File: src/rtl/mfe_pkg.sv
package mfe_pkg;
  localparam int DATA_W     = 8;
  localparam int IDX_W      = $clog2(DATA_W);
  // Frame layout in half-bit slots
  localparam int LEAD_HALVES  = 4;
  localparam int SYNC_HALVES  = 3;
  localparam int TRAIL_HALVES = 2;
  localparam int PAUSE_HALVES = 4;
  localparam int SYNC_HI_FIRST = LEAD_HALVES;
  localparam int SYNC_LO_FIRST = SYNC_HI_FIRST + SYNC_HALVES;
  localparam int DATA_FIRST    = SYNC_LO_FIRST + SYNC_HALVES;
  localparam int TRAIL_FIRST   = DATA_FIRST + 2 * DATA_W;
  localparam int PAUSE_FIRST   = TRAIL_FIRST + TRAIL_HALVES;
  localparam int SLOTS         = PAUSE_FIRST + PAUSE_HALVES;
  localparam int SLOT_W        = $clog2(SLOTS);
  localparam int LAST_SLOT     = SLOTS - 1;

  typedef logic [SLOT_W-1:0] slot_t;
  typedef logic [DATA_W-1:0] byte_t;

  // Line level for a given half-bit slot of the frame
  function automatic logic slot_level(input slot_t s, input byte_t d);
    int o;
    logic [IDX_W-1:0] bi;
    if (int'(s) < SYNC_HI_FIRST)      return 1'b0;
    else if (int'(s) < SYNC_LO_FIRST) return 1'b1;
    else if (int'(s) < DATA_FIRST)    return 1'b0;
    else if (int'(s) < TRAIL_FIRST) begin
      o  = int'(s) - DATA_FIRST;
      bi = IDX_W'(o >> 1);
      // second half carries the bit value, first half its inverse
      return (o % 2 == 1) ? d[bi] : ~d[bi];
    end
    else if (int'(s) == TRAIL_FIRST)  return 1'b1;
    else                               return 1'b0;
  endfunction
endpackage

File: src/rtl/mfe_rate_div.sv
module mfe_rate_div #(
  parameter int DIV_W = 16
) (
  input  logic             clk,
  input  logic             rst,
  input  logic             clr,
  input  logic [DIV_W-1:0] div_val,
  output logic             tick
);
  logic [DIV_W-1:0] cnt;

  always_ff @(posedge clk) begin
    if (rst || clr)          cnt <= '0;
    else if (cnt == div_val) cnt <= '0;
    else                     cnt <= cnt + 1'b1;
  end

  assign tick = !clr && (cnt == div_val);

  // with a non-zero divisor, two ticks never come back to back
  a_r6_tick_gap: assert property (@(posedge clk) disable iff (rst)
    (tick && div_val != '0) |=> (!tick || !$stable(div_val)));
endmodule

File: src/rtl/mfe_frame_seq.sv
module mfe_frame_seq
  import mfe_pkg::*;
(
  input  logic  clk,
  input  logic  rst,
  input  logic  enc_en,
  input  logic  loaded,
  input  logic  tick,
  output logic  start,
  output logic  active,
  output slot_t slot,
  output logic  done_evt
);
  logic at_last;
  logic at_bit_edge;

  assign start       = !active && enc_en && loaded;
  assign at_last     = tick && (slot == slot_t'(LAST_SLOT));
  assign at_bit_edge = tick && slot[0];

  always_ff @(posedge clk) begin
    if (rst) begin
      active   <= 1'b0;
      slot     <= '0;
      done_evt <= 1'b0;
    end else begin
      done_evt <= 1'b0;
      if (start) begin
        active <= 1'b1;
        slot   <= '0;
      end else if (active && tick) begin
        if (at_last) begin
          active   <= 1'b0;
          done_evt <= 1'b1;
        end else if (at_bit_edge && !enc_en) begin
          active <= 1'b0;
        end else begin
          slot <= slot + 1'b1;
        end
      end
    end
  end

  // a start always enters the lead-in at slot 0
  a_r2_start_slot0: assert property (@(posedge clk) disable iff (rst)
    start |=> (active && slot == '0));
  // without a bit boundary the frame keeps running
  a_r10_no_midbit_stop: assert property (@(posedge clk) disable iff (rst)
    (active && !at_bit_edge) |=> active);
  // an abort at a boundary stops with no completion event
  a_r10_abort_quiet: assert property (@(posedge clk) disable iff (rst)
    (active && at_bit_edge && !at_last && !enc_en) |=> (!active && !done_evt));
  // the last slot ends the frame and flags completion
  a_r5_frame_end: assert property (@(posedge clk) disable iff (rst)
    (active && at_last) |=> (!active && done_evt));
endmodule

File: src/rtl/mfe_line_drv.sv
module mfe_line_drv
  import mfe_pkg::*;
(
  input  logic  clk,
  input  logic  rst,
  input  logic  active,
  input  slot_t slot,
  input  byte_t data,
  input  logic  done_evt,
  output logic  line_out,
  output logic  line_oe,
  output logic  busy,
  output logic  done
);
  always_ff @(posedge clk) begin
    if (rst) begin
      line_out <= 1'b0;
      line_oe  <= 1'b0;
      busy     <= 1'b0;
      done     <= 1'b0;
    end else begin
      line_out <= active ? slot_level(slot, data) : 1'b0;
      line_oe  <= active;
      busy     <= active;
      done     <= done_evt;
    end
  end

  // done follows directly on the release of the line
  a_r7_done_after_release: assert property (@(posedge clk) disable iff (rst)
    done |-> (!line_oe && $past(line_oe)));
  // done lasts a single cycle
  a_r7_done_single: assert property (@(posedge clk) disable iff (rst)
    done |=> !done);
endmodule

File: src/rtl/mfe_encoder.sv
module mfe_encoder
  import mfe_pkg::*;
#(
  parameter int DIV_W = 16
) (
  input  logic              clk,
  input  logic              rst,
  input  logic              enc_en,
  input  logic [DIV_W-1:0]  div_val,
  input  logic              wr_en,
  input  logic [DATA_W-1:0] wr_data,
  output logic              line_out,
  output logic              line_oe,
  output logic              busy,
  output logic              done
);
  byte_t data_q;
  logic  loaded;
  logic  start;
  logic  active;
  logic  tick;
  logic  done_evt;
  slot_t slot;

  always_ff @(posedge clk) begin
    if (rst) begin
      data_q <= '0;
      loaded <= 1'b0;
    end else if (start) begin
      loaded <= 1'b0;
    end else if (wr_en && !active) begin
      data_q <= wr_data;
      loaded <= 1'b1;
    end
  end

  mfe_rate_div #(.DIV_W(DIV_W)) u_div (
    .clk(clk), .rst(rst), .clr(start), .div_val(div_val), .tick(tick)
  );

  mfe_frame_seq u_seq (
    .clk(clk), .rst(rst), .enc_en(enc_en), .loaded(loaded), .tick(tick),
    .start(start), .active(active), .slot(slot), .done_evt(done_evt)
  );

  mfe_line_drv u_drv (
    .clk(clk), .rst(rst), .active(active), .slot(slot), .data(data_q),
    .done_evt(done_evt), .line_out(line_out), .line_oe(line_oe),
    .busy(busy), .done(done)
  );

  // the byte under transmission cannot be overwritten
  a_r9_data_frozen: assert property (@(posedge clk) disable iff (rst)
    (active && $past(active)) |-> $stable(data_q));
  // a started byte is consumed
  a_r9_consumed: assert property (@(posedge clk) disable iff (rst)
    start |=> !loaded);
endmodule

File: config.mk
export PLATFORM = sky130hd
export DESIGN_NAME = mfe_encoder
export DESIGN_NICKNAME = d
export VERILOG_FILES = /design/src/rtl/mfe_pkg.sv /design/src/rtl/mfe_rate_div.sv /design/src/rtl/mfe_frame_seq.sv /design/src/rtl/mfe_line_drv.sv /design/src/rtl/mfe_encoder.sv
export SDC_FILE = /design/constraint.sdc
export NUM_CORES = 1
export LEC_CHECK = 0
export ABC_AREA = 1
export BUFFER_PORTS_ARGS = -buffer_cell sky130_fd_sc_hd__buf_2
export CORE_ASPECT_RATIO = 0.75
export CORE_MARGIN = 4
export CORE_UTILIZATION = 60
export CTS_CLUSTER_SIZE = 28
export DETAILED_ROUTE_END_ITERATION = 12
export PLACE_DENSITY = 0.89
export SYNTH_ARGS = -nofsm -noshare
export SYNTH_HDL_FRONTEND = slang
export SYNTH_HIERARCHICAL = 1
export SYNTH_SLANG_ARGS = --single-unit
File: constraint.sdc
create_clock -name clk -period 4.3 [get_ports clk]
set_input_delay 0.43 -clock clk [delete_from_list [all_inputs] [get_ports clk]]
set_output_delay 0.43 -clock clk [all_outputs]
set_load 0.03 [all_outputs]
==> impl_metrics.yaml <==
synthesis:
  synthesis.area_mm2: 0.00215
  synthDominantCellAreaShare_pct: 32.6
  syn_area_per_cell_um2: 6.34
  synth-seq-cells: 35
  yosys-top-cells-area: "sky130_fd_sc_hd__dfxtp_1, sky130_fd_sc_hd__nand2_1, sky130_fd_sc_hd__inv_1"
  post_synthesis_cell_type_with_the_largest_combined_area: "sky130_fd_sc_hd__dfxtp_1"
  synth_seq_area_share_pct: 32.6
  syn_inst: 339
  syn-num-nets: 372
  synth_cell_type_count: 29
  ys_warn_count: 6
timing:
  final_period_minus_worst_setup_slack_ps: 1890
  worst_pin_slew_ps: 383
  clock.fmax_mhz: 529
  unrepaired_setup_endpoints_after_global_routing: "false"
  maxSlewHeadroom_pct: 74.4
  final_number_of_max_transition_violations: 0
  final_cycle_utilization_of_the_critical_path_pct: 43.9
  timing.final.setup_violations: 0
  timing.hold.ws_ps: 361
  final-hold-violation-count: 0
  setup_total_negative_slack_ps: 0
  timing.final.ws_setup_ps: 2410
  finalClockSkew_ps: 6.42
placed_design:
  gp_congestion: 0.805
  placement.setup.worst_slack_ps: 2350
  place_area_mm2: 0.00231
  number_of_i_o_port_buffers: 31
  placed_wire_length_estimate_after_detailed_placement_mm: 3.19
cts:
  clock_sinks: 35
  cts.repair_timing.setup_buffer_count: 0
  htree_levels: 2
  cts-buffers-inserted: 5
  clkLatencyLatePin_ps: 290
  ctsRootBufferMaster: "sky130_fd_sc_hd__clkbuf_8"
  clock_tree.buffer_depth: 2
  cts.clk_slew.worst_paths_ps: 70
  postCtsResizedCells: 0
  post_cts_hold_buffer_count: 0
  cts_tree: "built"
route:
  dr.first_iter.drc_count: 117
  detail_route.vias_per_cell: 4.84
  post-route-drc-count: 0
  via_count: 2010
  drt-pass1-iter-count: 4
  detail_route.wirelength_mm: 4.26
  drtAntennaViolNets: 0
  wire_per_inst_um: 10.3
critical_path:
  critical_path.reg2reg.endpoint: "u_seq/slot[2]$_SDFFE_PP0P_"
  regToRegStartpoint: "u_div/cnt[12]$_SDFF_PP0_"
  timing.critical_path.fanout_max: 5
  class_of_the_most_critical_setup_path: "register to register"
  timing.critical_path.to: "u_seq/slot[2]$_SDFFE_PP0P_"
  cp.required_ps: 4490
  worst_setup_path_end_kind: "register"
  r2r_cells: 12
  worstSetupStartpoint: "u_div/cnt[12]$_SDFF_PP0_"
  timing.critical_path.arrival_ps: 2070
  crit_path_start_kind: "register"
  rrSetupSlack_ps: 2410
power_and_ir_drop:
  share_clk_of_total_power_pct: 38.4
  internal_power_mw: 0.514
  irDropWorstVdd_v: 0.000215
  finalPower_mw: 0.688
  power_frac_seq_pct: 50.2
  comb_power_share_pct: 11.4
  sw_frac_of_total_pct: 25.3
  switchingPower_mw: 0.174
  p_per_area_mw_per_mm2: 285
  leakage_nw: 1.18
final_layout:
  num_antenna_cells: 0
  total_area_of_multi_input_combinational_cells_mm2: 0.00117
  post_route_cells_drive_above_1_share_pct: 19.2
  layout.cell_area.non_filler_mm2: 0.00241
  design.final.nets: 407
  register_area_um2: 701
  nFillCells: 299
  syn2layout_area_growth_pct: 12.4
flow_run:
  number_of_violations_of_the_max_capacitance_limit: 0
global_routing:
  grt_max_degree: 17
  vias_in_the_first_global_route: 1818
  first_pass_grt_wire_length_mm: 7.41
  grt_use_total_pct: 20.4
  antenna_found_initial: 0
  globalRouteOverflowTotal: 0
floorplan:
  pin_count: 32
  dieArea_mm2: 0.00461
  core-area_mm2: 0.00336
  effective_utilization_at_floorplan_pct: 64.0
  die_h_um: 59.8
  die_width_um: 77.1
  rows: 18
min_path:
  worstHoldPathType: "primary input to register"
  holdPathStages: 3
status:
  status: "finished clean"
==> per-stage QoR <==
step                      instances  utilization [%]
after floorplan                 339                -
after global placement          407             69.0
after detailed placement        407             69.0
after CTS                       415             72.0
after global routing            415             72.0
final                           415             72.0
==> synthesized netlist by cell type <==
cell and n:
sky130_fd_sc_hd__a21oi_2 1, sky130_fd_sc_hd__dfxtp_1 35, sky130_fd_sc_hd__nor3_1 6, sky130_fd_sc_hd__buf_12 1
sky130_fd_sc_hd__o22ai_1 1, sky130_fd_sc_hd__nand2_4 1, sky130_fd_sc_hd__nand3_2 4, sky130_fd_sc_hd__and3_1 1
sky130_fd_sc_hd__nand2_1 114, sky130_fd_sc_hd__nor2_4 1, sky130_fd_sc_hd__buf_6 1, sky130_fd_sc_hd__inv_1 54
sky130_fd_sc_hd__nand4_1 4, sky130_fd_sc_hd__nor2_2 14, sky130_fd_sc_hd__inv_2 5, sky130_fd_sc_hd__bufinv_8 1
sky130_fd_sc_hd__xnor2_1 1, sky130_fd_sc_hd__buf_4 1, sky130_fd_sc_hd__nand3_4 1, sky130_fd_sc_hd__nand3b_1 1
sky130_fd_sc_hd__clkinv_1 1, sky130_fd_sc_hd__o21ai_0 1, sky130_fd_sc_hd__xor2_1 11, sky130_fd_sc_hd__nand3_1 10
sky130_fd_sc_hd__nor2_1 50, sky130_fd_sc_hd__nand2_2 5, sky130_fd_sc_hd__a21oi_1 7, sky130_fd_sc_hd__ha_1 5
sky130_fd_sc_hd__nor3_2 1
==> worst max-delay path, stage by stage, from the launching register on <==
cell and delay (ps):
sky130_fd_sc_hd__dfxtp_1 410, sky130_fd_sc_hd__inv_1 80, sky130_fd_sc_hd__nand2_1 60, sky130_fd_sc_hd__nand2_1 50, sky130_fd_sc_hd__nor2_1 100, sky130_fd_sc_hd__nand2_1 100, sky130_fd_sc_hd__nor2_2 130, sky130_fd_sc_hd__nand2_2 70
sky130_fd_sc_hd__nor2_1 190, sky130_fd_sc_hd__nand2_1 150, sky130_fd_sc_hd__nand3b_1 250, sky130_fd_sc_hd__nand2_1 110, sky130_fd_sc_hd__a21oi_1 80
==> how the worst min path moves through the flow <==
stage | slack [ps] | endpoint | startpoint
finish | 360 | data_q[4]$_SDFFE_PP0P_ | wr_data[4]
detailed placement | 400 | u_drv/done$_SDFF_PP0_ | u_seq/done_evt$_SDFF_PP0_
global placement | 390 | u_drv/done$_SDFF_PP0_ | u_seq/done_evt$_SDFF_PP0_
floorplan | 390 | u_drv/done$_SDFF_PP0_ | u_seq/done_evt$_SDFF_PP0_
CTS | 360 | data_q[2]$_SDFFE_PP0P_ | wr_data[2]
global route | 360 | data_q[2]$_SDFFE_PP0P_ | wr_data[2]
==> routing by layer <==
layer  up-vias  track usage, %  part of all wire, %
met2        53            34.4                   45
met1       864            25.4                   47
met5         -               0                    0
met4         0            9.39                  2.0
met3         9            4.37                  6.0
li1       1084               -                    -
==> power by group through the flow <==
stage / combinational (mW) / sequential [mW] / clock, mW
detailed placement: 0.0784 / 0.353 / 0
finish: 0.0782 / 0.346 / 0.265
floorplan: 0.0591 / 0.351 / 0
CTS: 0.0790 / 0.345 / 0.267
global placement: 0.0764 / 0.352 / 0
global route: 0.0931 / 0.347 / 0.284
==> logic make-up after synthesis <==
kind of cell,count (synthesis),synth area share (%)
AO/OA/AOI/OAI,10,2.56
flip-flops,35,32.6
AND/OR/NAND/NOR,213,43.9
buffers and inverters,64,13.1
adder cells (fa/ha/maj),5,2.91
XOR/XNOR,12,4.89
==> layout make-up <==
type	instances	area share, %
multi-input cells	240	48.3
flip-flops and latches	35	29.0
inverters	61	10.1
repair buffers	31	6.42
clock buffers	8	4.15
well taps	40	2.07
==> layout by cell type (no fill, tap or decap), drive strengths merged <==
cell	count
o21ai	1
nor2	65
inv	59
nand3b	1
clkinv	1
xor2	11
o22ai	1
dfxtp	35
bufinv	1
buf	31
xnor2	1
clkbuf	8
nand4	4
nand2	120
ha	5
a21oi	8
nor3	7
and3	1
nand3	15
==> state kept, by name, indices dropped and copies added, names as in the netlist <==
name,count
loaded,1
u_drv/line_out,1
u_seq/active,1
u_seq/done_evt,1
u_seq/slot,5
data_q,8
u_div/cnt,16
u_drv/done,1
u_drv/busy,1
Power figures use the tool's default switching activity.
